**src/rtl/fold_fir_pkg.sv**
```systemverilog
package fold_fir_pkg;

  typedef enum logic [0:0] {
    ST_IDLE = 1'b0,
    ST_RUN  = 1'b1
  } fir_state_e;

  localparam int GUARD_BITS = 5;

endpackage

```
**src/rtl/fold_fir_ctrl.sv**
```systemverilog
module fold_fir_ctrl
  import fold_fir_pkg::*;
#(
  parameter int NUNIQ = 9,
  parameter int IDX_W = 4
) (
  input  logic             clk,
  input  logic             rst_n,
  input  logic             smp_stb,
  output logic             start,
  output logic             step,
  output logic [IDX_W-1:0] idx,
  output logic             busy,
  output logic             res_vld,
  output logic             overrun
);

  localparam logic [IDX_W-1:0] LAST_IDX = IDX_W'(NUNIQ - 1);

  fir_state_e       state_q, state_d;
  logic [IDX_W-1:0] idx_q, idx_d;
  logic             vld_q, vld_d;
  logic             ovr_q, ovr_d;

  always_comb begin
    state_d = state_q;
    idx_d   = idx_q;
    vld_d   = 1'b0;
    ovr_d   = ovr_q;
    start   = 1'b0;
    case (state_q)
      ST_IDLE: begin
        if (smp_stb) begin
          start   = 1'b1;
          state_d = ST_RUN;
          idx_d   = '0;
        end
      end
      ST_RUN: begin
        if (smp_stb) begin
          ovr_d = 1'b1;
        end
        if (idx_q == LAST_IDX) begin
          state_d = ST_IDLE;
          vld_d   = 1'b1;
        end else begin
          idx_d = idx_q + 1'b1;
        end
      end
      default: state_d = ST_IDLE;
    endcase
  end

  always_ff @(posedge clk or negedge rst_n) begin
    if (!rst_n) begin
      state_q <= ST_IDLE;
      idx_q   <= '0;
      vld_q   <= 1'b0;
      ovr_q   <= 1'b0;
    end else begin
      state_q <= state_d;
      idx_q   <= idx_d;
      vld_q   <= vld_d;
      ovr_q   <= ovr_d;
    end
  end

  assign step    = (state_q == ST_RUN);
  assign busy    = step;
  assign idx     = idx_q;
  assign res_vld = vld_q;
  assign overrun = ovr_q;

  AST_VLD_SINGLE: assert property (@(posedge clk) disable iff (!rst_n)
    res_vld |=> !res_vld);
  AST_VLD_AFTER_LAST: assert property (@(posedge clk) disable iff (!rst_n)
    (step && idx == LAST_IDX) |=> res_vld);
  AST_DROP_FLAGS: assert property (@(posedge clk) disable iff (!rst_n)
    (busy && smp_stb) |=> overrun);
  AST_OVR_STICKY: assert property (@(posedge clk) disable iff (!rst_n)
    overrun |=> overrun);

endmodule

```
**src/rtl/fold_fir_taps.sv**
```systemverilog
module fold_fir_taps #(
  parameter int DATA_W = 16,
  parameter int TAPS   = 17,
  parameter int IDX_W  = 4
) (
  input  logic                     clk,
  input  logic                     rst_n,
  input  logic                     shift_en,
  input  logic signed [DATA_W-1:0] din,
  input  logic        [IDX_W-1:0]  sel,
  output logic signed [DATA_W:0]   pre_out
);

  localparam int HALF  = (TAPS - 1) / 2;
  localparam int NUNIQ = HALF + 1;

  logic signed [DATA_W-1:0] tap_q [TAPS];
  logic signed [DATA_W:0]   pair_sum [NUNIQ];

  for (genvar i = 0; i < TAPS; i++) begin : g_line
    always_ff @(posedge clk or negedge rst_n) begin
      if (!rst_n) begin
        tap_q[i] <= '0;
      end else if (shift_en) begin
        if (i == 0) begin
          tap_q[i] <= din;
        end else begin
          tap_q[i] <= tap_q[(i == 0) ? 0 : i - 1];
        end
      end
    end
  end

  for (genvar k = 0; k < NUNIQ; k++) begin : g_fold
    if (k < HALF) begin : g_pair
      assign pair_sum[k] = {tap_q[k][DATA_W-1], tap_q[k]}
                         + {tap_q[TAPS-1-k][DATA_W-1], tap_q[TAPS-1-k]};
    end else begin : g_centre
      assign pair_sum[k] = {tap_q[k][DATA_W-1], tap_q[k]};
    end
  end

  always_comb begin
    pre_out = '0;
    for (int k = 0; k < NUNIQ; k++) begin
      if (sel == IDX_W'(k)) begin
        pre_out = pair_sum[k];
      end
    end
  end

  AST_TAPS_FROZEN_HEAD: assert property (@(posedge clk) disable iff (!rst_n)
    !shift_en |=> $stable(tap_q[0]));
  AST_TAPS_FROZEN_TAIL: assert property (@(posedge clk) disable iff (!rst_n)
    !shift_en |=> $stable(tap_q[TAPS-1]));

endmodule

```
**src/rtl/fold_fir_mac.sv**
```systemverilog
module fold_fir_mac #(
  parameter int PRE_W  = 17,
  parameter int COEF_W = 16,
  parameter int ACC_W  = 37,
  parameter int NUNIQ  = 9,
  parameter int IDX_W  = 4,
  parameter logic [NUNIQ*COEF_W-1:0] COEFS = '0
) (
  input  logic                    clk,
  input  logic                    rst_n,
  input  logic                    clr,
  input  logic                    step,
  input  logic [IDX_W-1:0]        idx,
  input  logic signed [PRE_W-1:0] pre_in,
  output logic signed [ACC_W-1:0] acc_out
);

  localparam int PROD_W = PRE_W + COEF_W;

  logic signed [COEF_W-1:0] coef_sel;
  logic signed [PROD_W-1:0] prod;
  logic signed [ACC_W-1:0]  prod_ext;
  logic signed [ACC_W-1:0]  acc_q, acc_d;
  logic signed [ACC_W:0]    wide_sum;

  always_comb begin
    coef_sel = '0;
    for (int k = 0; k < NUNIQ; k++) begin
      if (idx == IDX_W'(k)) begin
        coef_sel = COEFS[k*COEF_W +: COEF_W];
      end
    end
  end

  assign prod     = pre_in * coef_sel;
  assign prod_ext = {{(ACC_W-PROD_W){prod[PROD_W-1]}}, prod};
  assign wide_sum = {acc_q[ACC_W-1], acc_q} + {prod_ext[ACC_W-1], prod_ext};

  always_comb begin
    acc_d = acc_q;
    if (clr) begin
      acc_d = '0;
    end else if (step) begin
      acc_d = acc_q + prod_ext;
    end
  end

  always_ff @(posedge clk or negedge rst_n) begin
    if (!rst_n) begin
      acc_q <= '0;
    end else if (clr || step) begin
      acc_q <= acc_d;
    end
  end

  assign acc_out = acc_q;

  AST_NO_OVERFLOW: assert property (@(posedge clk) disable iff (!rst_n)
    step |-> (wide_sum[ACC_W] == wide_sum[ACC_W-1]));

endmodule

```
**src/rtl/fold_fir_core.sv**
```systemverilog
module fold_fir_core
  import fold_fir_pkg::*;
#(
  parameter int DATA_W = 16,
  parameter int COEF_W = 16,
  parameter int FRAC_W = 14,
  parameter int TAPS   = 17,
  parameter logic [((TAPS+1)/2)*COEF_W-1:0] COEFS = {
    16'd2400, 16'd2250, 16'd1900, 16'd1350, 16'd750,
    16'd300,  16'd0,    16'hFF97, 16'hFFC4 },
  localparam int ACC_W = DATA_W + COEF_W + GUARD_BITS,
  localparam int OUT_W = ACC_W - FRAC_W
) (
  input  logic                    clk,
  input  logic                    rst_n,
  input  logic                    smp_stb,
  input  logic signed [DATA_W-1:0] smp_in,
  output logic signed [OUT_W-1:0] res_out,
  output logic                    res_vld,
  output logic                    overrun
);

  localparam int NUNIQ = (TAPS + 1) / 2;
  localparam int IDX_W = (NUNIQ > 1) ? $clog2(NUNIQ) : 1;
  localparam int PRE_W = DATA_W + 1;

  logic [1:0]               rst_sync_q;
  logic                     rst_int_n;
  logic                     start, step, busy;
  logic [IDX_W-1:0]         idx;
  logic signed [PRE_W-1:0]  pre_sum;
  logic signed [ACC_W-1:0]  acc;

  always_ff @(posedge clk or negedge rst_n) begin
    if (!rst_n) begin
      rst_sync_q <= 2'b00;
    end else begin
      rst_sync_q <= {rst_sync_q[0], 1'b1};
    end
  end
  assign rst_int_n = rst_sync_q[1];

  fold_fir_ctrl #(.NUNIQ(NUNIQ), .IDX_W(IDX_W)) ctrl_i (
    .clk(clk), .rst_n(rst_int_n), .smp_stb(smp_stb),
    .start(start), .step(step), .idx(idx), .busy(busy),
    .res_vld(res_vld), .overrun(overrun)
  );

  fold_fir_taps #(.DATA_W(DATA_W), .TAPS(TAPS), .IDX_W(IDX_W)) taps_i (
    .clk(clk), .rst_n(rst_int_n), .shift_en(start),
    .din(smp_in), .sel(idx), .pre_out(pre_sum)
  );

  fold_fir_mac #(
    .PRE_W(PRE_W), .COEF_W(COEF_W), .ACC_W(ACC_W),
    .NUNIQ(NUNIQ), .IDX_W(IDX_W), .COEFS(COEFS)
  ) mac_i (
    .clk(clk), .rst_n(rst_int_n), .clr(start), .step(step),
    .idx(idx), .pre_in(pre_sum), .acc_out(acc)
  );

  assign res_out = OUT_W'(acc >>> FRAC_W);

  AST_OUT_HELD: assert property (@(posedge clk) disable iff (!rst_int_n)
    (!busy && !start) |=> $stable(res_out));
  AST_RESET_QUIET: assert property (@(posedge clk)
    !rst_int_n |-> (!res_vld && !overrun));

endmodule

```
**config.mk**
```make
export PLATFORM = sky130hd
export DESIGN_NAME = fold_fir_core
export DESIGN_NICKNAME = d
export VERILOG_FILES = /design/src/rtl/fold_fir_pkg.sv /design/src/rtl/fold_fir_ctrl.sv /design/src/rtl/fold_fir_taps.sv /design/src/rtl/fold_fir_mac.sv /design/src/rtl/fold_fir_core.sv
export SDC_FILE = /design/constraint.sdc
export NUM_CORES = 2
export LEC_CHECK = 0
export BUFFER_PORTS_ARGS = -buffer_cell sky130_fd_sc_hd__buf_2
export CORE_MARGIN = 2
export CORE_UTILIZATION = 30
export DETAILED_ROUTE_END_ITERATION = 12
export GPL_ROUTABILITY_DRIVEN = 1
export PLACE_DENSITY = 0.48
export SYNTH_ARGS = -nofsm -noshare
export SYNTH_HDL_FRONTEND = slang
export SYNTH_HIERARCHICAL = 1
export SYNTH_SLANG_ARGS = --single-unit
```
**constraint.sdc**
```tcl
create_clock -name clk -period 15 [get_ports clk]
set_clock_uncertainty 0.15 [all_clocks]
set_input_delay 2.25 -clock clk [delete_from_list [all_inputs] [get_ports clk]]
set_output_delay 2.25 -clock clk [all_outputs]
set_load 0.02 [all_outputs]
```
# After elaboration in Yosys (flattened, before gate mapping)
# Cells that the tools add are included.
# Widths: inputs -> output; s select.
# totals
regBits	318
output_inout_bits	25
inputBits	19
# classes
mul	1
eq_ne	10
n_addsub	10
bitwise	1
n_reduce_logical	6
muxes	29
# op_table
operator	count
$mux 17	9
$mux 16	9
$add 16x16->17	8
$mux 37	2
$add 37x33->37	1
$mul 17x16->33	1
$eq 4x3->1 const B	4
$eq 4x2->1 const B	2
$mux 4	2
$pmux 4 s2	1
$reduce_and 2->1	3
$mux 1	5
$add 4x1->4 const B	1
$eq 4x1->1 const B	1
$eq 4x4->1 const B	1
$logic_not 4->1	1
$ne 2x2->1 const B	2
$pmux 1 s2	1
$reduce_bool 2->1	1
$logic_or 1x1->1	1
$not 1->1	1

# Longest topological paths before layout
# logic_depth
ltp_word	14
mapped_depth	35

# By module
# The synthesis kept the hierarchy.
# modules_own_cells
module	cells_each	area_each_um2	n_inst
fold_fir_taps	1486	16427.0	1
fold_fir_mac	1439	13519.2	1
fold_fir_ctrl	34	367.9	1
fold_fir_core	3	53.8	1

# Least setup slack after synthesis
# No wires, ideal clock.
# synth_path
path_type	reg-to-reg
start	register taps_i/tap_q[48] in the netlist's numbering
end	register mac_i.acc_q[36], in the netlist mac_i/acc_out[36]
t_arrival_ns	8.649
slack_ns	6.129
n_path_buf	1
path_stages_with_launch	32
synth_period_minus_slack_ns	8.871
setup_time_ns	0.071
cell_sequence	dfrtp_1 ha_1 fa_1 a211oi_1 o21ai_1 a2111oi_2 o31ai_1 a2111oi_2 a211oi_1 o221ai_1 o311ai_0 o211ai_1 clkbuf_1 nand2_1 fa_1 inv_1 fa_1 fa_1 fa_1 fa_1 inv_1 fa_1 inv_1 ha_1 a21o_1 a21oi_1 nor2b_1 nor4_1 o31a_1 o21ai_0 or4_1 nand4_1
# synth_between
elab_chain_cells	11
# synth_lines
element	line_no	source
start, declared	fold_fir_taps.sv:17	logic signed [DATA_W-1:0] tap_q [TAPS];
start signal, assigned by index	fold_fir_taps.sv:26	tap_q[i] <= din;
start signal, assigned by index	fold_fir_taps.sv:28	tap_q[i] <= tap_q[(i == 0) ? 0 : i - 1];
$add 16x16->17	fold_fir_taps.sv:37	+ {tap_q[TAPS-1-k][DATA_W-1], tap_q[TAPS-1-k]};
$mux 17 (6 in series)	fold_fir_taps.sv:46	if (sel == IDX_W'(k)) begin
via pre_sum[16]	fold_fir_core.sv:31	logic signed [PRE_W-1:0] pre_sum;
$mul 17x16->33	fold_fir_mac.sv:35	assign prod = pre_in * coef_sel;
$add 37x33->37	fold_fir_mac.sv:44	acc_d = acc_q + prod_ext;
$mux 37	fold_fir_mac.sv:43	end else if (step) begin
$mux 37	fold_fir_mac.sv:41	if (clr) begin
end signal, assigned	fold_fir_mac.sv:50	acc_q <= '0;
end signal, assigned	fold_fir_mac.sv:52	acc_q <= acc_d;
end, declared	fold_fir_mac.sv:23	logic signed [ACC_W-1:0] acc_q, acc_d;
# The timed path passes the listed nets, and every way through them passes these cells. The select of a mux whose other input is x is not followed.
# A chain may end at the register's enable or synchronous reset.

# Worst setup path in the final report
# layout_path
start	register taps_i/tap_q[48] in the netlist's numbering
end	register mac_i.acc_q[32], in the netlist mac_i/acc_out[32]
# Same word-level chain as after synthesis.

==> metrics <==
fin util=0.3365; cell taking the most area after synthesis=dfrtp_1; GRT Util Overall=0.1653; WL/cell=18.98 um; DR iter-0 viols=1220; vias in the first global route=22200; Post-Syn Area=30370 um^2; H-tree Lvls=2; sequential cell area fraction in the yosys report=0.2620; drt pass-1 iters=6; final hold slack=0.1997 ns; CP max-delay cell=inv_1; routed wire length=roughly 83000 um; slowest stage delay, CP=between 0.6 and 0.7 ns; postcts setup bufs=0; Post-Syn Instances=2962; max_cap viols=0; CTS root buf=clkbuf_16; std cell rows=116; Avg Cell Area, Syn=10.25 um^2; Yosys reg bits=318; Post-synth EDFFs=0; final worst path period share=0.6625; pin count of the biggest net entering global routing=~140; number of antenna violations at the first check in global routing=0; # DRC=0; Hold Vio Cnt, Final=0; CP dominant cell by count=fa_1; Critical Path RT=15.34 ns; highest clock rate=0.1006 GHz; global-route wire length before repair=132600 um; most common cell after layout, fill and taps aside=inv_1; Detail Route Antenna Nets=0; Buffers & Inverters on Critical Path=7; Post-CTS Resized=0; Slew Viols, Final=0; setup TNS=0 ns; ANT cells=0; Crit Path Class=reg2reg; I/O pin count=44; RSZ-0062 raised after global routing=false; Num CTS Buffers=42; Top Family by Delay on Critical Path=adder cells; asr flop ratio synth=1.000; Arrival @ worst endpoint=approximately 10 ns; Die Span Y=322.2 um; CTS sink count=318; HP Class=reg2reg; input/output buffers=43; CTS tree=done; clock-pin slew on the worst setup and hold paths=0.06 ns; Starting Density=0.3028; layout cells sized above 1=0.1532; Distinct cells, synth=96; HPWL Detailed=64630 um; GPL Wtd Cong=0.8312; number of fill cells=between 10000 and 15000; die width=322.2 um; Slew HR=0.3174; Skew-Pair Late Insertion Delay=0.62 ns; Net Count, Synth=around 3600; Top FF cell, synth=dfrtp_1; status=completed; layout net count=3583; synth top area cells=dfrtp_1 26%, fa_1 22%, ha_1 9.9%; vias per cell=4.816; CP endpoint kind=flip-flop; Core Area=100300 um^2; Die Area=103800 um^2; Synth-to-Final Area Change=11.12%; startpoint types=flip-flop; post-synth top area share=0.2620; Max Root-Sink Buffers=3; Least-Margin Pin Slew=1.024 ns; Finish-stage setup viols=0; GR Overflow Total=0; worst-path maximum fanout=21; fin crit period=between 9 and 10 ns; hold_buf cts=0; via count=approximately 21000; Syn. warnings=6; most frequent cells in the layout=416 x inv_1, 334 x fa_1, 315 x dfrtp_1
area by class of cell:
type / count / area, um^2 / area share
multi-input cells: 2129 / 20500 / 0.6076
clock inverters: 22 / 335.3 / 0.009937
clock buffers: 55 / 1161 / 0.03441
well taps: 1357 / 1698 / 0.05032
inverters: 418 / 1569 / 0.04650
repair buffers: 81 / 513.0 / 0.01520
flip-flops and latches: 318 / 7964 / 0.2360
worst paths after layout:
check / from / slack (ns) / end / depth (start not counted)
max reg2reg: taps_i/tap_q[48]$_DFFE_PN0P_ / 5.06 / mac_i/acc_out[32]$_DFFE_PN0P_ / 33
min in group asynchronous: rst_sync_q[1]$_DFF_PN0_ / 0.37 / taps_i/tap_q[122]$_DFFE_PN0P_ / 0
max: taps_i/tap_q[48]$_DFFE_PN0P_ / 5.06 / mac_i/acc_out[32]$_DFFE_PN0P_ / 33
max in group asynchronous: rst_sync_q[1]$_DFF_PN0_ / 11.99 / ctrl_i/idx[0]$_DFFE_PN0P_ / 2
min: rst_sync_q[0]$_DFF_PN0_ / 0.20 / rst_sync_q[1]$_DFF_PN0_ / 0
min reg2reg: rst_sync_q[0]$_DFF_PN0_ / 0.20 / rst_sync_q[1]$_DFF_PN0_ / 0
synth_stat cells (all sizes together) (18+ instances only):
master	count
inv	416
fa	334
dfrtp	318
mux2	265
ha	240
nand2	236
a21oi	136
nor2	130
o21ai	111
clkbuf	81
xnor2	74
and2	72
xor2	48
nor3	36
a211oi	34
nand3	32
a21o	30
nand2b	29
nor2b	23
mux2i	21
o211ai	18
o21a	18
logic make-up (layout without fill, tap and decap cells):
family                   count (synthesis)  after routing  share of synthesized area
other                                    1              1                  0.0001235
XOR/XNOR                               122            122                    0.03543
adder cells (fa/ha/maj)                574            574                     0.3191
buffers and inverters                  515            576                    0.06452
flip-flops                             318            318                     0.2620
AND/OR/NAND/NOR                        641            641                     0.1022
AO/OA/AOI/OAI                          505            505                     0.1114
multiplexers                           286            286                     0.1052
sequential cells by signal, summed over array words and instances, names as in the netlist:
signal           cells
taps_i/tap_q       256
mac_i/acc_out       37
taps_i/pair_sum     16
ctrl_i/idx           4
rst_sync_q           2
ctrl_i/busy          1
ctrl_i/overrun       1
ctrl_i/res_vld       1
per-stage QoR:
stage / cell area, um^2 / setup slack (ns) / std cells
3_3_place_gp: 32250 / 5.239 / 4303
4_1_cts: 33740 / 5.087 / 4380
5_1_grt: 33740 / 4.413 / 4380
3_5_place_dp: 32250 / 5.065 / 4303
2_1_floorplan: 30370 / 5.331 / 2962
6_report: 33740 / 5.062 / 4380
routing by layer:
metal  wire length [um]  part of all wire  track usage
met5                  0                 0            0
met4               1727             0.021      0.04091
met2              38120              0.46       0.2669
met1              40220              0.48       0.2348
met3               3073             0.037      0.02015
worst register-to-register path, delay by kind of cell (launching register included):
family          cells  cell delay (ns)
buf+inv             7             1.20
flops               1             0.38
compound gates     13             3.25
simple gates        4             0.82
fa+ha+maj           9             4.01
Power is not shown: default switching activity piles up to over one toggle a cycle in this logic, so the estimate is an artifact.
